[config.mk]
export PLATFORM = sky130hd
export DESIGN_NAME = logic_cell
export DESIGN_NICKNAME = d
export VERILOG_FILES = /design/src/rtl/lcell_pkg.sv /design/src/rtl/lcell_table.sv /design/src/rtl/lcell_eval.sv /design/src/rtl/lcell_ff.sv /design/src/rtl/logic_cell.sv
export SDC_FILE = /design/constraint.sdc
export NUM_CORES = 1
export LEC_CHECK = 0
export BUFFER_PORTS_ARGS = -buffer_cell sky130_fd_sc_hd__buf_2
export CAP_MARGIN = 15
export CORE_MARGIN = 10
export CORE_UTILIZATION = 51
export CTS_CLUSTER_DIAMETER = 40
export CTS_CLUSTER_SIZE = 12
export DETAILED_ROUTE_END_ITERATION = 16
export PLACE_DENSITY_LB_ADDON = 0.3
export SYNTH_ARGS = -nofsm -noshare
export SYNTH_HDL_FRONTEND = slang
export SYNTH_SLANG_ARGS = --single-unit
[constraint.sdc]
create_clock -name clk -period 2.7 [get_ports clk]
set_clock_uncertainty 0.1 [all_clocks]
set_input_delay 0.54 -clock clk [delete_from_list [all_inputs] [get_ports clk]]
set_output_delay 0.54 -clock clk [all_outputs]
set_load 0.02 [all_outputs]
[src/rtl/lcell_pkg.sv]
package lcell_pkg;
  typedef enum logic {
    MODE_LOGIC = 1'b0,
    MODE_ARITH = 1'b1
  } cell_mode_e;

  localparam int ARITH_IDX_W = 3;
endpackage

[src/rtl/lcell_table.sv]
module lcell_table #(
  parameter int K = 4,
  localparam int DEPTH = 1 << K
) (
  input  logic             clk,
  input  logic             rst,
  input  logic             cfg_en,
  input  logic             cfg_bit,
  output logic [DEPTH-1:0] tbl
);
  // Serial fill: new bit enters entry 0, older bits move toward the top.
  always_ff @(posedge clk) begin
    if (rst) begin
      tbl <= '0;
    end else if (cfg_en) begin
      tbl <= {tbl[DEPTH-2:0], cfg_bit};
    end
  end
endmodule

[src/rtl/lcell_eval.sv]
module lcell_eval
  import lcell_pkg::*;
#(
  parameter int K = 4,
  localparam int DEPTH = 1 << K
) (
  input  logic [DEPTH-1:0] tbl,
  input  cell_mode_e       mode,
  input  logic             quiet,
  input  logic [K-1:0]     din,
  input  logic             carry_in,
  output logic             lut_o,
  output logic             carry_o
);
  logic [K-1:0] sum_idx;
  logic [K-1:0] cy_idx;
  logic         logic_bit;
  logic         sum_bit;
  logic         cy_bit;

  always_comb begin
    sum_idx = '0;
    sum_idx[ARITH_IDX_W-1:0] = {carry_in, din[1], din[0]};
    cy_idx = sum_idx;
    cy_idx[K-1] = 1'b1;
  end

  assign logic_bit = tbl[din];
  assign sum_bit   = tbl[sum_idx];
  assign cy_bit    = tbl[cy_idx];

  always_comb begin
    lut_o   = 1'b0;
    carry_o = 1'b0;
    if (!quiet) begin
      if (mode == MODE_ARITH) begin
        lut_o   = sum_bit;
        carry_o = cy_bit;
      end else begin
        lut_o   = logic_bit;
      end
    end
  end
endmodule

[src/rtl/lcell_ff.sv]
module lcell_ff (
  input  logic clk,
  input  logic rst,
  input  logic aclr,
  input  logic freeze,
  input  logic sclr,
  input  logic sload,
  input  logic sload_val,
  input  logic ce,
  input  logic d,
  output logic q
);
  always_ff @(posedge clk or posedge aclr) begin
    if (aclr) begin
      q <= 1'b0;
    end else if (rst) begin
      q <= 1'b0;
    end else if (!freeze) begin
      if (sclr) begin
        q <= 1'b0;
      end else if (sload) begin
        q <= sload_val;
      end else if (ce) begin
        q <= d;
      end
    end
  end
endmodule

[src/rtl/logic_cell.sv]
module logic_cell
  import lcell_pkg::*;
#(
  parameter int K = 4
) (
  input  logic         clk,
  input  logic         rst,
  input  logic         cfg_en,
  input  logic         cfg_bit,
  input  logic         arith_mode,
  input  logic         out_sel_reg,
  input  logic         chain_mode,
  input  logic [K-1:0] din,
  input  logic         carry_in,
  input  logic         chain_in,
  input  logic         ce,
  input  logic         aclr,
  input  logic         sclr,
  input  logic         sload,
  input  logic         sload_val,
  output logic         cell_out,
  output logic         reg_out,
  output logic         carry_out
);
  localparam int DEPTH = 1 << K;

  logic [DEPTH-1:0] tbl;
  logic             lut_o;
  logic             reg_d;
  cell_mode_e       mode;

  assign mode = cell_mode_e'(arith_mode);

  lcell_table #(.K(K)) u_table (
    .clk    (clk),
    .rst    (rst),
    .cfg_en (cfg_en),
    .cfg_bit(cfg_bit),
    .tbl    (tbl)
  );

  lcell_eval #(.K(K)) u_eval (
    .tbl     (tbl),
    .mode    (mode),
    .quiet   (cfg_en),
    .din     (din),
    .carry_in(carry_in),
    .lut_o   (lut_o),
    .carry_o (carry_out)
  );

  assign reg_d = chain_mode ? chain_in : lut_o;

  lcell_ff u_ff (
    .clk      (clk),
    .rst      (rst),
    .aclr     (aclr),
    .freeze   (cfg_en),
    .sclr     (sclr),
    .sload    (sload),
    .sload_val(sload_val),
    .ce       (ce),
    .d        (reg_d),
    .q        (reg_out)
  );

  assign cell_out = out_sel_reg ? reg_out : lut_o;
endmodule

==> flow_summary.ini, run 1 <==
[status]
status = complete, no violations

[final_layout]
final_common_cell = mux2i_1
drive_gt1_frac = 0.270
nNetsFinal = 130
syn_to_final_growth_pct = 18.0
final_cell_mix = 24 x mux2i_1, 18 x nor2_1, 18 x buf_2, 16 x dfxtp_1, 4 x nor2b_1
postLayoutCoreUtil = 0.628
antennaDiodeCount = 0

[timing]
setup_viol = 0
finalHoldViolCount = 0
max_freq_ghz = 0.375
finalCriticalPeriod_ns = 2.67
setup_ws_ns = 0.0337
slew_headroom = 0.632
drv_slew = 0
worstMarginPinSlew_ns = 0.553
fin_crit_sh = 0.988
rsz0062_at_grt = yes

[synthesis]
synth_cell_types = 25
synthMuxAreaShare = 0.339
synth_top_family_by_area = multiplexers
netlist_area_sq_um = 908
syn_nets = 109
yosysSeqAreaShare = 0.380
netlist_instances = 91
synthXorXnorAreaFrac = 0
ys_ff_latch = 17
synthAdderAreaFrac = 0
synth-simple-area-share = 0.158
yosysWarnings = 0
avgSynthCellArea_sq_um = 9.98
synth_compound_area_frac = 0.0799

[pwr]
powerDensity_mw_per_mm2 = 428
leakage_nw = 0.489
peakVddDrop_mv = 0.324

[worst_setup_path]
setup.worst_path.end_class = output pin
crit_arrival_ns = 2.03
worstSetupPathType = input port to output pin
cp_data_required_time_ns = 2.06
worstSetupStartpointType = input port
cp_max_fo = 8

[detailed_routing]
vias = 711
drtIter0Drc = 9
detail_route.wl_per_cell_um = 13.5
avgViaCountPerCell = 5.23
routed_wl_um = 1830
first_pass_iters = 2
final_antenna_net_count = 0
drc = 0

[placement]
dpl.hpwl_um = 1450
place_congestion = 0.756
dp_slack_ns = -0.0900
port_buffers = 20

[die]
die_w_um = 62.2
start_util = 0.532
die_area_sq_mm = 0.00387
ios = 21
die_h_um = 62.2
rows = 15
core_area_sq_mm = 0.00171

[global_routing]
grt_antenna_before_repair = 0
grt_pass1_wl_um = 3060
grt_pass1_vias = 685
grt_max_degree = 21
grt.overflow.total = 0
grtUsageTotal = 0.0961

[clock_network]
htree_levels = 1
path_clk_slew_ns = 0.09
postCtsSetupBuffers = 0
cts_root_buf = clkbuf_4
cts_buffers = 3
clock_sinks = 17
cts_tree = yes
clockBufferDepth = 2
clkLatencyLatePin_ns = 0.30

[min_path]
hp-class = input port to flip-flop

[job]
max_cap_violations = 0
==> cell families (layout without fill, tap and decap cells) <==
group | count (synthesis) | in the layout
flip-flops | 17 | 17
AND/OR/NAND/NOR | 31 | 31
AO/OA/AOI/OAI | 8 | 8
multiplexers | 27 | 27
buffers and inverters | 8 | 28
==> what timing repair did <==
item / 4_1_cts / 5_1_grt
hold buffers: 1 / 0
resized for setup: 3 / 0
hold endpoints to repair: 1 / 0
endpoints found under the setup margin: 1 / 1
==> worst max-delay path, cell delays in order <==
cell	delay, ns
buf_6	0.12
mux2i_1	0.13
mux4_2	0.47
a22o_1	0.27
o41ai_4	0.29
buf_4	0.19
==> layer usage <==
metal | global-route usage | vias to the layer above | wire length [um]
met5 | 0 | - | 0
met2 | 0.153 | 15 | 886
met1 | 0.107 | 326 | 798
met3 | 0.0376 | 5 | 109
met4 | 0.0543 | 0 | 38
li1 | - | 365 | -
==> cells in the mapped netlist (all sizes together) <==
cell type / instances / area, sq um
o41ai: 1 / 16.3
buf: 3 / 20.0
nor3: 3 / 15.0
a22o: 1 / 8.76
o211ai: 1 / 7.51
nand3: 1 / 5.00
a31oi: 1 / 6.26
clkbuf: 3 / 11.3
a22oi: 1 / 7.51
inv: 2 / 7.51
dfrtp: 1 / 25.0
nor2: 18 / 67.6
mux2i: 24 / 240
nand2: 1 / 3.75
nor2b: 4 / 25.0
nor3b: 1 / 7.51
and2: 1 / 6.26
or2: 1 / 6.26
nand3b: 1 / 7.51
o311ai: 1 / 16.3
o21ai: 2 / 10.0
dfxtp: 16 / 320
mux4: 3 / 67.6
==> sequential cells by signal, indices dropped and copies added, names as in the netlist <==
signal / flops
u_table.tbl: 16
u_ff.q: 1
==> report_power, final <==
part	switching [mW]	leakage, nW	internal, mW
sequential	0.00180	0.143	0.253
combinational	0.0346	0.331	0.0334
clock	0.0780	0.0150	0.0576
total	0.114	0.489	0.344
==> metrics by stage <==
stage	hold slack (ns)	TNS [ns]	area, sq um	total power [mW]	instances
2_1_floorplan	0.169	0	920	0.305	91
4_1_cts	0.388	0	1070	0.463	136
6_report	0.394	0	1070	0.459	136
3_5_place_dp	0.281	-0.0900	1030	0.327	131
5_1_grt	0.418	-0.0373	1070	0.479	136
3_3_place_gp	0.273	-0.0260	1030	0.325	131
==> worst paths after layout <==
path	start	end	slack (ns)	cells after the start
max	din[1]	cell_out	0.03	6
min reg2reg	u_table.tbl[15]$_SDFFE_PP0P_	u_table.tbl[15]$_SDFFE_PP0P_	0.43	2
min in group asynchronous	aclr	u_ff.q$_DFFE_PP0P_	0.52	3
min	cfg_bit	u_table.tbl[0]$_SDFFE_PP0P_	0.39	3
max reg2reg	u_table.tbl[11]$_SDFFE_PP0P_	u_ff.q$_DFFE_PP0P_	0.90	5
max in group asynchronous	aclr	u_ff.q$_DFFE_PP0P_	1.89	3
==> area by class of cell <==
cell class	instances	area, sq um
fill	138	636
timing repair buffer	22	126
inverter	2	7.51
sequential	17	345
multi-input combinational	66	536
tap	25	31.3
clock buffer	4	26.3
Power figures use the tool's default switching activity.
==> run 2, diff against run 1 <==
==> constraint.sdc (replaced) <==
create_clock -name clk -period 2.8 [get_ports clk]
set_clock_uncertainty 0.1 [all_clocks]
set_input_delay 0.56 -clock clk [delete_from_list [all_inputs] [get_ports clk]]
set_output_delay 0.56 -clock clk [all_outputs]
set_load 0.02 [all_outputs]
==> flow_summary.ini, run 2 (same netlist as run 1, synthesis figures left out) <==
[die]
die_area_sq_mm = 0.00387
start_util = 0.532
die_w_um = 62.2
ios = 21
die_h_um = 62.2
rows = 15
core_area_sq_mm = 0.00171

[placement]
place_congestion = 0.813
port_buffers = 20
dpl.hpwl_um = 1380
dp_slack_ns = 0.0230

[clock_network]
htree_levels = 1
cts_root_buf = clkbuf_4
path_clk_slew_ns = 0.09
cts_buffers = 3
clock_sinks = 17
postCtsSetupBuffers = 0
cts_tree = yes
clkLatencyLatePin_ns = 0.28
clockBufferDepth = 2

[min_path]
min_from = cfg_bit
whs_endpoint = u_table.tbl[0]$_SDFFE_PP0P_
min_path_cells = 3
hp-class = input port to flip-flop

[final_layout]
nNetsFinal = 129
final_cell_mix = 24 x mux2i_1, 19 x buf_2, 18 x nor2_1, 16 x dfxtp_1, 4 x nor2b_1
syn_to_final_growth_pct = 15.3
largest_reg_flops = 16
top_regs = u_table.tbl (16), u_ff.q (1)
antennaDiodeCount = 0
top_register = u_table.tbl
final_common_cell = mux2i_1
drive_gt1_frac = 0.264

[timing]
finalCriticalPeriod_ns = 2.75
tns_ns = 0
slew_headroom = 0.642
setup_viol = 0
rsz0062_at_grt = no
setup_ws_ns = 0.0478
fin_crit_sh = 0.983
hold-worst-slack_ns = 0.412
drv_slew = 0
max_freq_ghz = 0.363
worstMarginPinSlew_ns = 0.536
finalHoldViolCount = 0

[pwr]
peakVddDrop_mv = 0.321
powerDensity_mw_per_mm2 = 411
total_power_uw = 430
leakage_nw = 0.476

[job]
max_cap_violations = 0

[worst_setup_path]
critPathMaxStageDelay_ns = 0.46
cp_max_fo = 8
rr_endpoint = u_ff.q$_DFFE_PP0P_
cpMaxStageDelayCell = mux4_2
worstSetupPathType = input port to output pin
setup.worst_path.end_class = output pin
r2r_start = u_table.tbl[8]$_SDFFE_PP0P_
worstSetupStartpointType = input port
cp_data_required_time_ns = 2.14
reg2reg_depth = 4
crit_arrival_ns = 2.09
crit_chain = buf_4 -> mux2i_1 -> mux4_2 -> a22o_1 -> o41ai_2 -> buf_2
r2r_slack_ns = 1.15
critPathLaunch = din[1]

[global_routing]
grt_pass1_wl_um = 3000
grtUsageTotal = 0.0937
grt_max_degree = 21
grt.overflow.total = 0
grt_pass1_vias = 670
grt_antenna_before_repair = 0

[detailed_routing]
avgViaCountPerCell = 5.12
vias = 691
drc = 0
routed_wl_um = 1760
drtIter0Drc = 17
final_antenna_net_count = 0
first_pass_iters = 4
detail_route.wl_per_cell_um = 13.1

[status]
status = complete, no violations
[run 2: cell count changes in the layout (fill, tap and decap cells not counted)]
cell | before | now
buf_4 | 2 | 1
o41ai_4 | 1 | 0
buf_6 | 1 | 0
buf_2 | 18 | 19
o41ai_2 | 0 | 1
[run 2: how the worst max path moves through the flow]
stage               endpoint  slack, ns  cells after the start
finish              cell_out       0.05                      6
detailed placement  cell_out       0.02                      6
global route        cell_out      0.001                      6
floorplan           cell_out       0.05                      4
CTS                 cell_out       0.05                      6
global placement    cell_out       0.05                      6
[run 2: power by group]
group          total [mW]  internal [mW]  switching [mW]
combinational      0.0603         0.0290          0.0313
sequential          0.246          0.244         0.00179
clock               0.124         0.0553          0.0688
[run 2: what timing repair did]
| action | CTS | global route |
|---|---|---|
| setup endpoints to repair | 1 | 0 |
| resized for setup | 1 | 0 |
| endpoints found under the hold margin | 1 | 0 |
| hold buffers | 1 | 0 |
[run 2: stage by stage]
stage | std cells | utilization | area [sq um]
after floorplan | 91 | - | 908
after global placement | 130 | 0.590 | 1010
after detailed placement | 130 | 0.590 | 1010
after CTS | 135 | 0.613 | 1050
after global routing | 135 | 0.613 | 1050
final | 135 | 0.613 | 1050
[run 2: cell type report]
cell class	instances	area, sq um
sequential	17	345
inverter	2	7.51
timing repair buffer	21	113
multi-input combinational	66	524
clock buffer	4	26.3
tap	25	31.3
fill	155	661
[run 2: layer usage]
| metal | global-route usage | share of wire | vias to the layer above | wire (um) |
|---|---|---|---|---|
| li1 | - | - | 359 | - |
| met1 | 0.106 | 0.47 | 315 | 836 |
| met2 | 0.145 | 0.45 | 15 | 800 |
| met3 | 0.0394 | 0.064 | 2 | 113 |
| met4 | 0.0514 | 0.0068 | 0 | 12 |
| met5 | 0 | 0 | - | 0 |
[run 2: critical path: cells and delay by family]
family / cells / cell delay [ns]
mux: 2 / 0.61
compound gates: 2 / 0.53
buf+inv: 2 / 0.38
